### config.mk
export PLATFORM = sky130hd
export DESIGN_NAME = t1_tx_chan_cond
export DESIGN_NICKNAME = d
export VERILOG_FILES = /design/src/rtl/t1c_pkg.sv /design/src/rtl/t1c_chan_decode.sv /design/src/rtl/t1c_sig_select.sv /design/src/rtl/t1c_byte_cond.sv /design/src/rtl/t1_tx_chan_cond.sv
export SDC_FILE = /design/constraint.sdc
export NUM_CORES = 1
export LEC_CHECK = 0
export ABC_AREA = 1
export BUFFER_PORTS_ARGS = -buffer_cell sky130_fd_sc_hd__buf_2
export CAP_MARGIN = 20
export CORE_ASPECT_RATIO = 1.1
export CORE_MARGIN = 2
export CORE_UTILIZATION = 46
export CTS_CLUSTER_DIAMETER = 120
export DETAILED_ROUTE_END_ITERATION = 12
export HOLD_SLACK_MARGIN = 0.05
export PLACE_DENSITY = 0.92
export SETUP_SLACK_MARGIN = 0.2
export SKIP_CTS_REPAIR_TIMING = 1
export SLEW_MARGIN = 10
export SYNTH_ARGS = -nofsm -noshare
export SYNTH_HDL_FRONTEND = slang
export SYNTH_SLANG_ARGS = --single-unit
### constraint.sdc
create_clock -name clk -period 2.4 [get_ports clk]
set_input_delay 0.12 -clock clk [delete_from_list [all_inputs] [get_ports clk]]
set_output_delay 0.12 -clock clk [all_outputs]
set_load 0.05 [all_outputs]
### src/rtl/t1c_pkg.sv
// t1c_pkg: shared constants and types for the T1 transmit conditioner.
// Assumes a 24-channel T1 frame and byte-wide channel slots.
package t1c_pkg;

    localparam int T1_NUM_CH    = 24;
    localparam int T1_BYTE_W    = 8;
    localparam int T1_SIG_W     = 4;
    localparam int T1_SIG_STEP  = 6;

    // Framing format selector.
    typedef enum logic {
        FMT_D4  = 1'b0,
        FMT_ESF = 1'b1
    } t1_fmt_e;

    // Per-channel controls after decode.
    typedef struct packed {
        logic in_range;
        logic clear;
        logic idle;
    } t1_chan_ctl_t;

    // T1 bit positions mapped onto a byte vector ([7] is sent first).
    localparam int T1_POS_BIT2 = 6;
    localparam int T1_POS_BIT7 = 1;
    localparam int T1_POS_BIT8 = 0;

endpackage

### src/rtl/t1c_chan_decode.sv
// t1c_chan_decode: turns a 1-based channel index into that channel's clear
// and idle controls from the per-channel masks.
// Assumes mask bit k-1 belongs to channel k; indices outside 1..NUM_CH
// report in_range = 0 with clear and idle forced low.
module t1c_chan_decode
    import t1c_pkg::*;
#(
    parameter int NUM_CH = T1_NUM_CH,
    parameter int CH_W   = $clog2(NUM_CH + 1)
) (
    input  logic [CH_W-1:0]   chan,
    input  logic [NUM_CH-1:0] clear_mask,
    input  logic [NUM_CH-1:0] idle_mask,
    output t1_chan_ctl_t      ctl
);

    logic [NUM_CH-1:0] hit;

    // One comparator per channel builds a one-hot select.
    genvar k;
    generate
        for (k = 0; k < NUM_CH; k++) begin : g_hit
            assign hit[k] = (chan == CH_W'(k + 1));
        end
    endgenerate

    // Reduce the one-hot select against each mask.
    always_comb begin
        ctl.in_range = |hit;
        ctl.clear    = |(hit & clear_mask);
        ctl.idle     = |(hit & idle_mask);
    end

endmodule

### src/rtl/t1c_sig_select.sv
// t1c_sig_select: decides whether the current frame carries robbed-bit
// signaling and which signaling bit belongs in it.
// Assumes signaling frames fall every SIG_STEP frames; D4 uses the first
// two slots (A, B) and ESF all NUM_SIG slots (A..D).
module t1c_sig_select
    import t1c_pkg::*;
#(
    parameter int FRAME_W  = 5,
    parameter int NUM_SIG  = T1_SIG_W,
    parameter int SIG_STEP = T1_SIG_STEP,
    parameter int D4_SIGS  = 2
) (
    input  t1_fmt_e            fmt,
    input  logic [FRAME_W-1:0] frame_num,
    input  logic [NUM_SIG-1:0] sig_bits,
    output logic               sig_hit,
    output logic               sig_val
);

    logic [NUM_SIG-1:0] slot_hit;
    logic [NUM_SIG-1:0] slot_ok;

    // One frame match per signaling slot, masked by format.
    genvar s;
    generate
        for (s = 0; s < NUM_SIG; s++) begin : g_slot
            assign slot_hit[s] = (frame_num == FRAME_W'(SIG_STEP * (s + 1)));
            if (s < D4_SIGS) begin : g_both
                assign slot_ok[s] = 1'b1;
            end else begin : g_esf
                assign slot_ok[s] = (fmt == FMT_ESF);
            end
        end
    endgenerate

    // Pick the signaling bit of the active slot, if any.
    always_comb begin
        sig_hit = |(slot_hit & slot_ok);
        sig_val = |(slot_hit & slot_ok & sig_bits);
    end

endmodule

### src/rtl/t1c_byte_cond.sv
// t1c_byte_cond: combinational conditioning of one channel byte in the fixed
// order idle -> signaling -> zero stuff -> yellow bit-2 forcing.
// Assumes ctl has been decoded for this byte; out-of-range channels skip
// every step except the alarm forcing.
module t1c_byte_cond
    import t1c_pkg::*;
#(
    parameter int BYTE_W = T1_BYTE_W
) (
    input  logic [BYTE_W-1:0] raw_byte,
    input  t1_chan_ctl_t      ctl,
    input  logic [BYTE_W-1:0] idle_code,
    input  logic              sig_hit,
    input  logic              sig_val,
    input  logic              stuff_all,
    input  logic              yellow_d4,
    output logic [BYTE_W-1:0] cond_byte
);

    logic [BYTE_W-1:0] after_idle;
    logic [BYTE_W-1:0] after_sig;
    logic [BYTE_W-1:0] after_stuff;
    logic              stuff_ok;

    // Step 1: idle-code substitution.
    always_comb begin
        after_idle = (ctl.in_range && ctl.idle) ? idle_code : raw_byte;
    end

    // Step 2: robbed-bit signaling into bit 8 of non-clear channels.
    always_comb begin
        after_sig = after_idle;
        if (ctl.in_range && !ctl.clear && sig_hit) begin
            after_sig[T1_POS_BIT8] = sig_val;
        end
    end

    // Step 3: bit 7 stuffing of an all-zero byte on eligible channels.
    always_comb begin
        stuff_ok    = ctl.in_range && (!ctl.clear || stuff_all);
        after_stuff = after_sig;
        if (stuff_ok && (after_sig == '0)) begin
            after_stuff[T1_POS_BIT7] = 1'b1;
        end
    end

    // Step 4: yellow alarm in D4 clears bit 2 on every channel.
    always_comb begin
        cond_byte = after_stuff;
        if (yellow_d4) begin
            cond_byte[T1_POS_BIT2] = 1'b0;
        end
    end

endmodule

### src/rtl/t1_tx_chan_cond.sv
// t1_tx_chan_cond: top of the T1 transmit per-channel conditioner.
// Decodes channel controls, selects signaling, conditions the byte and
// registers the result with one clock of latency.
// Assumes one channel byte per in_valid cycle; reset is synchronous,
// active low, and loads the all-ones idle default.
module t1_tx_chan_cond
    import t1c_pkg::*;
#(
    parameter int NUM_CH  = T1_NUM_CH,
    parameter int BYTE_W  = T1_BYTE_W,
    parameter int NUM_SIG = T1_SIG_W,
    parameter int FRAME_W = 5,
    parameter int CH_W    = $clog2(NUM_CH + 1)
) (
    input  logic              clk,
    input  logic              rst_n,
    input  logic              in_valid,
    input  logic [CH_W-1:0]   in_chan,
    input  logic [BYTE_W-1:0] in_byte,
    input  logic [FRAME_W-1:0] frame_num,
    input  logic              fmt_esf,
    input  logic [NUM_SIG-1:0] sig_abcd,
    input  logic              yellow_tx,
    input  logic [NUM_CH-1:0] clear_mask,
    input  logic [NUM_CH-1:0] idle_mask,
    input  logic [BYTE_W-1:0] idle_code,
    input  logic              stuff_cfg_a,
    input  logic              stuff_cfg_b,
    output logic              out_valid,
    output logic [CH_W-1:0]   out_chan,
    output logic [BYTE_W-1:0] out_byte
);

    localparam logic [BYTE_W-1:0] RESET_BYTE = '1;

    t1_fmt_e           fmt;
    t1_chan_ctl_t      ctl;
    logic              sig_hit;
    logic              sig_val;
    logic              stuff_all;
    logic              yellow_d4;
    logic [BYTE_W-1:0] cond_byte;

    // Global controls derived from configuration inputs.
    always_comb begin
        fmt       = t1_fmt_e'(fmt_esf);
        stuff_all = stuff_cfg_a & stuff_cfg_b;
        yellow_d4 = yellow_tx && (fmt == FMT_D4);
    end

    t1c_chan_decode #(
        .NUM_CH (NUM_CH),
        .CH_W   (CH_W)
    ) u_decode (
        .chan       (in_chan),
        .clear_mask (clear_mask),
        .idle_mask  (idle_mask),
        .ctl        (ctl)
    );

    t1c_sig_select #(
        .FRAME_W  (FRAME_W),
        .NUM_SIG  (NUM_SIG),
        .SIG_STEP (T1_SIG_STEP),
        .D4_SIGS  (2)
    ) u_sig (
        .fmt       (fmt),
        .frame_num (frame_num),
        .sig_bits  (sig_abcd),
        .sig_hit   (sig_hit),
        .sig_val   (sig_val)
    );

    t1c_byte_cond #(
        .BYTE_W (BYTE_W)
    ) u_cond (
        .raw_byte  (in_byte),
        .ctl       (ctl),
        .idle_code (idle_code),
        .sig_hit   (sig_hit),
        .sig_val   (sig_val),
        .stuff_all (stuff_all),
        .yellow_d4 (yellow_d4),
        .cond_byte (cond_byte)
    );

    // Output strobe tracks the input strobe one clock later.
    always_ff @(posedge clk) begin
        if (!rst_n) begin
            out_valid <= 1'b0;
        end else begin
            out_valid <= in_valid;
        end
    end

    // Output byte and channel load only on strobed cycles.
    always_ff @(posedge clk) begin
        if (!rst_n) begin
            out_byte <= RESET_BYTE;
            out_chan <= '0;
        end else if (in_valid) begin
            out_byte <= cond_byte;
            out_chan <= in_chan;
        end
    end

endmodule

### Word-level counts from Yosys, hierarchy flattened

Cells that the tools add are included.

* bits in registers: 14
* latch bits: 0
* bits in writable memories: 0
* bits in read-only memories: 0
* bits of input ports: 85
* memories: 0

* add/subtract/negate cells: 0
* multipliers: 0
* divide/modulo/power cells: 0
* $lt $le $gt $ge: 0
* equal/unequal tests: 28
* shifts and indexed selects: 0
* multiplexer cells: 4
* bitwise logic cells: 6
* reductions and logical operators: 14

Operator list (count)
* OR reduction 24 bit: 3
* equality test 5 bit, second input constant: 11
* AND 24 bit: 2
* equality test 5 x 4 -> 1 bit, second input constant: 9
* equality test 5 x 3 -> 1 bit, second input constant: 5
* equality test 5 x 2 -> 1 bit, second input constant: 2
* AND 4 bit: 2
* logical NOT 8 bit: 1
* 2-to-1 mux 8 bit: 1
* OR reduction 4 bit: 2
* logical AND 1 bit: 6
* equality test 5 x 1 -> 1 bit, second input constant: 1
* 2-to-1 mux 1 bit: 3
* AND 1 bit: 1
* logical NOT 1 bit: 1
* logical OR 1 bit: 1
* NOT 1 bit: 1

### Longest topological paths before layout

* depth after elaboration: 10
* depth in mapped cells: 19

### Modules after synthesis

From an unflattened synthesis, not the netlist that was laid out.

* cell total of the unflattened synthesis: 306
* area, all modules: 1669.1 um2

By module, submodules not included
* t1c_chan_decode: instances 1, cells an instance 147, area each 732.0 um2
* t1_tx_chan_cond: instances 1, cells an instance 73, area each 538.0 um2
* t1c_byte_cond: instances 1, cells an instance 56, area each 264.0 um2
* t1c_sig_select: instances 1, cells an instance 30, area each 135.1 um2

### Worst setup path after synthesis

OpenSTA, ideal clock, no wires.

* path type: input to register
* start point: input port in_chan[4]
* end point: register out_byte[1]
* setup time: 0.115 ns
* arrival: 1.535 ns
* path slack: 0.749 ns
* stages on the path: 15
* cells stage by stage: buf_2 > inv_2 > nor2_2 > nand3_1 > nand2_1 > nor2_1 > nand2_1 > nor2_4 > nand2_2 > buf_6 > mux2_4 > clkinv_1 > nand2_1 > nand2_1 > nand2_1

* longest elaborated chain between the ends: 10
* elaborated cells between the ends (all ways): 40

Ends and longest elaborated chain
* start, declared: RTL line t1_tx_chan_cond.sv:18 `input logic [CH_W-1:0] in_chan,`
* equality test 5 x 1 -> 1 bit (tied with other cells): RTL line t1c_chan_decode.sv:23 `assign hit[k] = (chan == CH_W'(k + 1));`
* AND 24 bit: RTL line t1c_chan_decode.sv:30 `ctl.clear = |(hit & clear_mask);`
* OR reduction 24 bit: RTL line t1c_chan_decode.sv:30
* logical NOT 1 bit: RTL line t1c_byte_cond.sv:33, t1c_byte_cond.sv:40
* logical AND 1 bit (2 in series): RTL line t1c_byte_cond.sv:33 `if (ctl.in_range && !ctl.clear && sig_hit) begin`
* 2-to-1 mux 1 bit: RTL line t1c_byte_cond.sv:33
* logical NOT 8 bit: RTL line t1c_byte_cond.sv:42 `if (stuff_ok && (after_sig == '0)) begin`
* logical AND 1 bit: RTL line t1c_byte_cond.sv:42
* 2-to-1 mux 1 bit *: RTL line t1c_byte_cond.sv:42
* end signal, assigned: RTL line t1_tx_chan_cond.sv:102 `out_byte <= cond_byte;`
* end, declared: RTL line t1_tx_chan_cond.sv:31 `output logic [BYTE_W-1:0] out_byte`

Every way passes the cells marked *; elsewhere a longest branch is shown, timed or not.
A chain may end at the register's enable or synchronous reset.

### Worst setup path in the final report

Ends and elaborated chain as after synthesis.

==> impl_metrics.py <==
metrics = {
    "run_status": {
        "status": "finished, final reports clean",
    },
    "synth": {
        "synth_largest_area_cell": "nand2_1",
        "syn_area_sq_um": 1540,
        "synth_nets": 358,
        "synth_top_cells_by_count": "78 x nand2_1, 39 x nand3_1, 30 x nor2_1",
        "synth_edf_count": 0,
        "synth.most_common_cell": "nand2_1",
        "syn-instance-count": 273,
        "syn-mean-instance-area_sq_um": 5.64,
        "synth_cell_type_count": 25,
        "synth-async-reset-ratio": 0,
        "ys.flop_type": "dfxtp_1",
        "netlist_top_cells_area": "nand2_1 19%, dfxtp_1 18%, nand3_1 13%, o21ai_0 7.5%, nor2_1 7.3%",
        "ys_ff_latch": 14,
        "seq_area_frac_synth": 0.182,
        "synthDominantCellAreaShare": 0.190,
        "synth_warnings": 0,
    },
    "clocking": {
        "htreeDepth": 1,
        "numCtsBuffers": 3,
        "cts-root-buf": "clkbuf_4",
        "cts_sinks": 14,
        "path_clk_slew_ps": 80,
        "clkLatencyLatePin_ps": 270,
        "clockBufferDepth": 2,
        "tritoncts": "yes",
    },
    "power_and_ir_drop": {
        "switching_share": 0.397,
        "power_density_nw_per_um2": 378,
        "ir_drop_mv": 0.179,
        "p_sw_uw": 308,
        "seqPwrFrac": 0.336,
        "combPwrFrac": 0.449,
        "cellInternalPower_uw": 466,
        "cellLeakagePower_nw": 1.17,
        "p_clk_frac": 0.215,
    },
    "die": {
        "io_pins": 99,
        "rows": 22,
        "initial_utilization": 0.470,
        "die_w_um": 59.2,
        "core_area_sq_um": 3280,
        "die_y_um": 64.7,
        "dieArea_sq_um": 3820,
    },
    "critical_path": {
        "arrival_ps": 1870,
        "cp_top_family": "simple AND/OR/NAND/NOR gates",
        "worstSetupPathDepth": 14,
        "criticalPathCategory": "in -> reg",
        "critPathMaxStageDelay_ps": 340,
        "required_ps": 2570,
        "crit_slowest_cell": "mux2_4",
        "cp-start-kind": "primary input",
        "crit_fanout": 17,
        "worst-path-buf-inv": 3,
        "path_cells": "buf_2, nor2_1, buf_4, nand3_1, nand2_1, nor2_1, nand2_1, nor2_4, nand2_2, mux2_4, clkinv_1, nand2_1, nand2_1, nand2_1",
        "cp_common_cell": "nand2_1",
        "setup.worst_path.end_class": "flip-flop",
        "r2r_cells": 2,
    },
    "layout": {
        "final_cells": 403,
        "final_util": 0.625,
        "multi_input_comb_area_sq_um": 1060,
        "drive_gt1_frac": 0.343,
        "fillers": 327,
        "syn_to_final_growth_pct": 32.9,
        "fin_nets": 453,
        "seq_area_sq_um": 280,
        "antenna-diode-count": 0,
    },
    "timing": {
        "finalSetupViolations": 0,
        "period_minus_slack_ps": 1700,
        "grt_setup_unrepaired": "false",
        "finalHoldViolCount": 0,
        "fin_setup_tns_ps": 0,
        "slew_violations": 0,
        "clock_skew_ps": 0,
        "fmax_mhz": 589,
        "finalCritPeriodShare": 0.707,
        "maxSlewHeadroom": 0.731,
        "worstMarginPinSlew_ps": 403,
        "fin_ws_ps": 703,
    },
    "grt": {
        "grt_max_degree": 20,
        "grt_pass1_vias": 1817,
        "grt_pass1_wl_um": 7300,
        "grt_overflow": 0,
        "antenna_found_initial": 0,
        "grt.total_usage": 0.237,
    },
    "placement": {
        "place.port_buffers": 98,
        "place_ws_ps": 439,
        "placed_cells": 399,
        "place_congestion": 1.00,
        "hpwl_um": 3810,
    },
    "drt": {
        "vias": 2091,
        "drc": 0,
        "vias_per_cell": 5.19,
        "firstDrtPassIters": 4,
        "wl_per_cell_um": 11.2,
        "drt_iter0_drc": 107,
        "wirelength_um": 4500,
        "detail-route-antenna-nets": 0,
    },
    "job": {
        "cap_viol_max_count": 0,
    },
    "hold_path": {
        "hold_path_depth": 3,
        "hold_path.class": "in -> reg",
    },
}
[cells in the final DEF, fill, tap and decap left out, types with 3 or more instances in the layout]
| cell | Yosys | layout |
|---|---|---|
| inv_1 | 22 | 22 |
| inv_2 | 6 | 6 |
| buf_4 | 1 | 3 |
| clkbuf_4 | 0 | 3 |
| nand2_2 | 3 | 3 |
| nand3_1 | 39 | 39 |
| nand2_1 | 78 | 78 |
| nor2_4 | 6 | 6 |
| nand4_1 | 13 | 13 |
| nand3b_1 | 3 | 3 |
| o21ai_2 | 3 | 3 |
| a21oi_1 | 14 | 14 |
| dfxtp_1 | 14 | 14 |
| o21ai_0 | 23 | 23 |
| nor2_1 | 30 | 30 |
| buf_2 | 4 | 98 |
[power groups by stage]
stage	Clock, mW	Sequential [mW]	Combinational [mW]
after floorplan	0	0.333	0.165
after global placement	0	0.264	0.340
after detailed placement	0	0.266	0.346
after CTS	0.167	0.260	0.347
after global routing	0.175	0.262	0.384
final	0.166	0.260	0.348
[registers in the layout (all words and copies together) (netlist names)]
register and cells:
out_byte 8, out_valid 1, out_chan 5
[tightest hold or removal path, cell delays in order]
cell and delay [ps]:
buf_2 130, nand2_1 70, inv_1 50
[through the flow]
step                area (sq um)  hold slack [ps]  total power, mW
floorplan                   1540              227            0.497
detailed placement          2010              421            0.611
global placement            2010              404            0.604
CTS                         2050              132            0.774
global route                2050              162            0.820
finish                      2050              128            0.774
[area by class of cell]
type | instances | share of cell area
flip-flops and latches | 14 | 0.137
multi-input cells | 219 | 0.519
inverters | 29 | 0.0532
clock buffers | 4 | 0.0177
well taps | 36 | 0.0220
repair buffers | 101 | 0.251
[worst paths after layout]
path	to	from	slack (ps)
setup / recovery	out_byte[1]	in_chan[4]	700
hold / removal	out_valid	rst_n	130
setup reg to reg	out_byte[6]	out_byte[6]	1680
hold reg to reg	out_byte[0]	out_byte[0]	470
[metal layers]
layer	wire, um	GRT usage	vias to the layer above
met5	0	0	-
met4	89	0.105	0
met3	276	0.0120	10
met2	2260	0.415	91
met1	1880	0.293	901
li1	-	-	1089
[kinds of logic after synthesis]
kind of cell | after synthesis | synth area share
buffers and inverters | 40 | 0.128
AOI/OAI and AO/OA | 44 | 0.159
muxes | 1 | 0.00975
and+or+nand+nor | 174 | 0.522
DFF | 14 | 0.182
No activity file was read; power rests on OpenSTA's default activity.
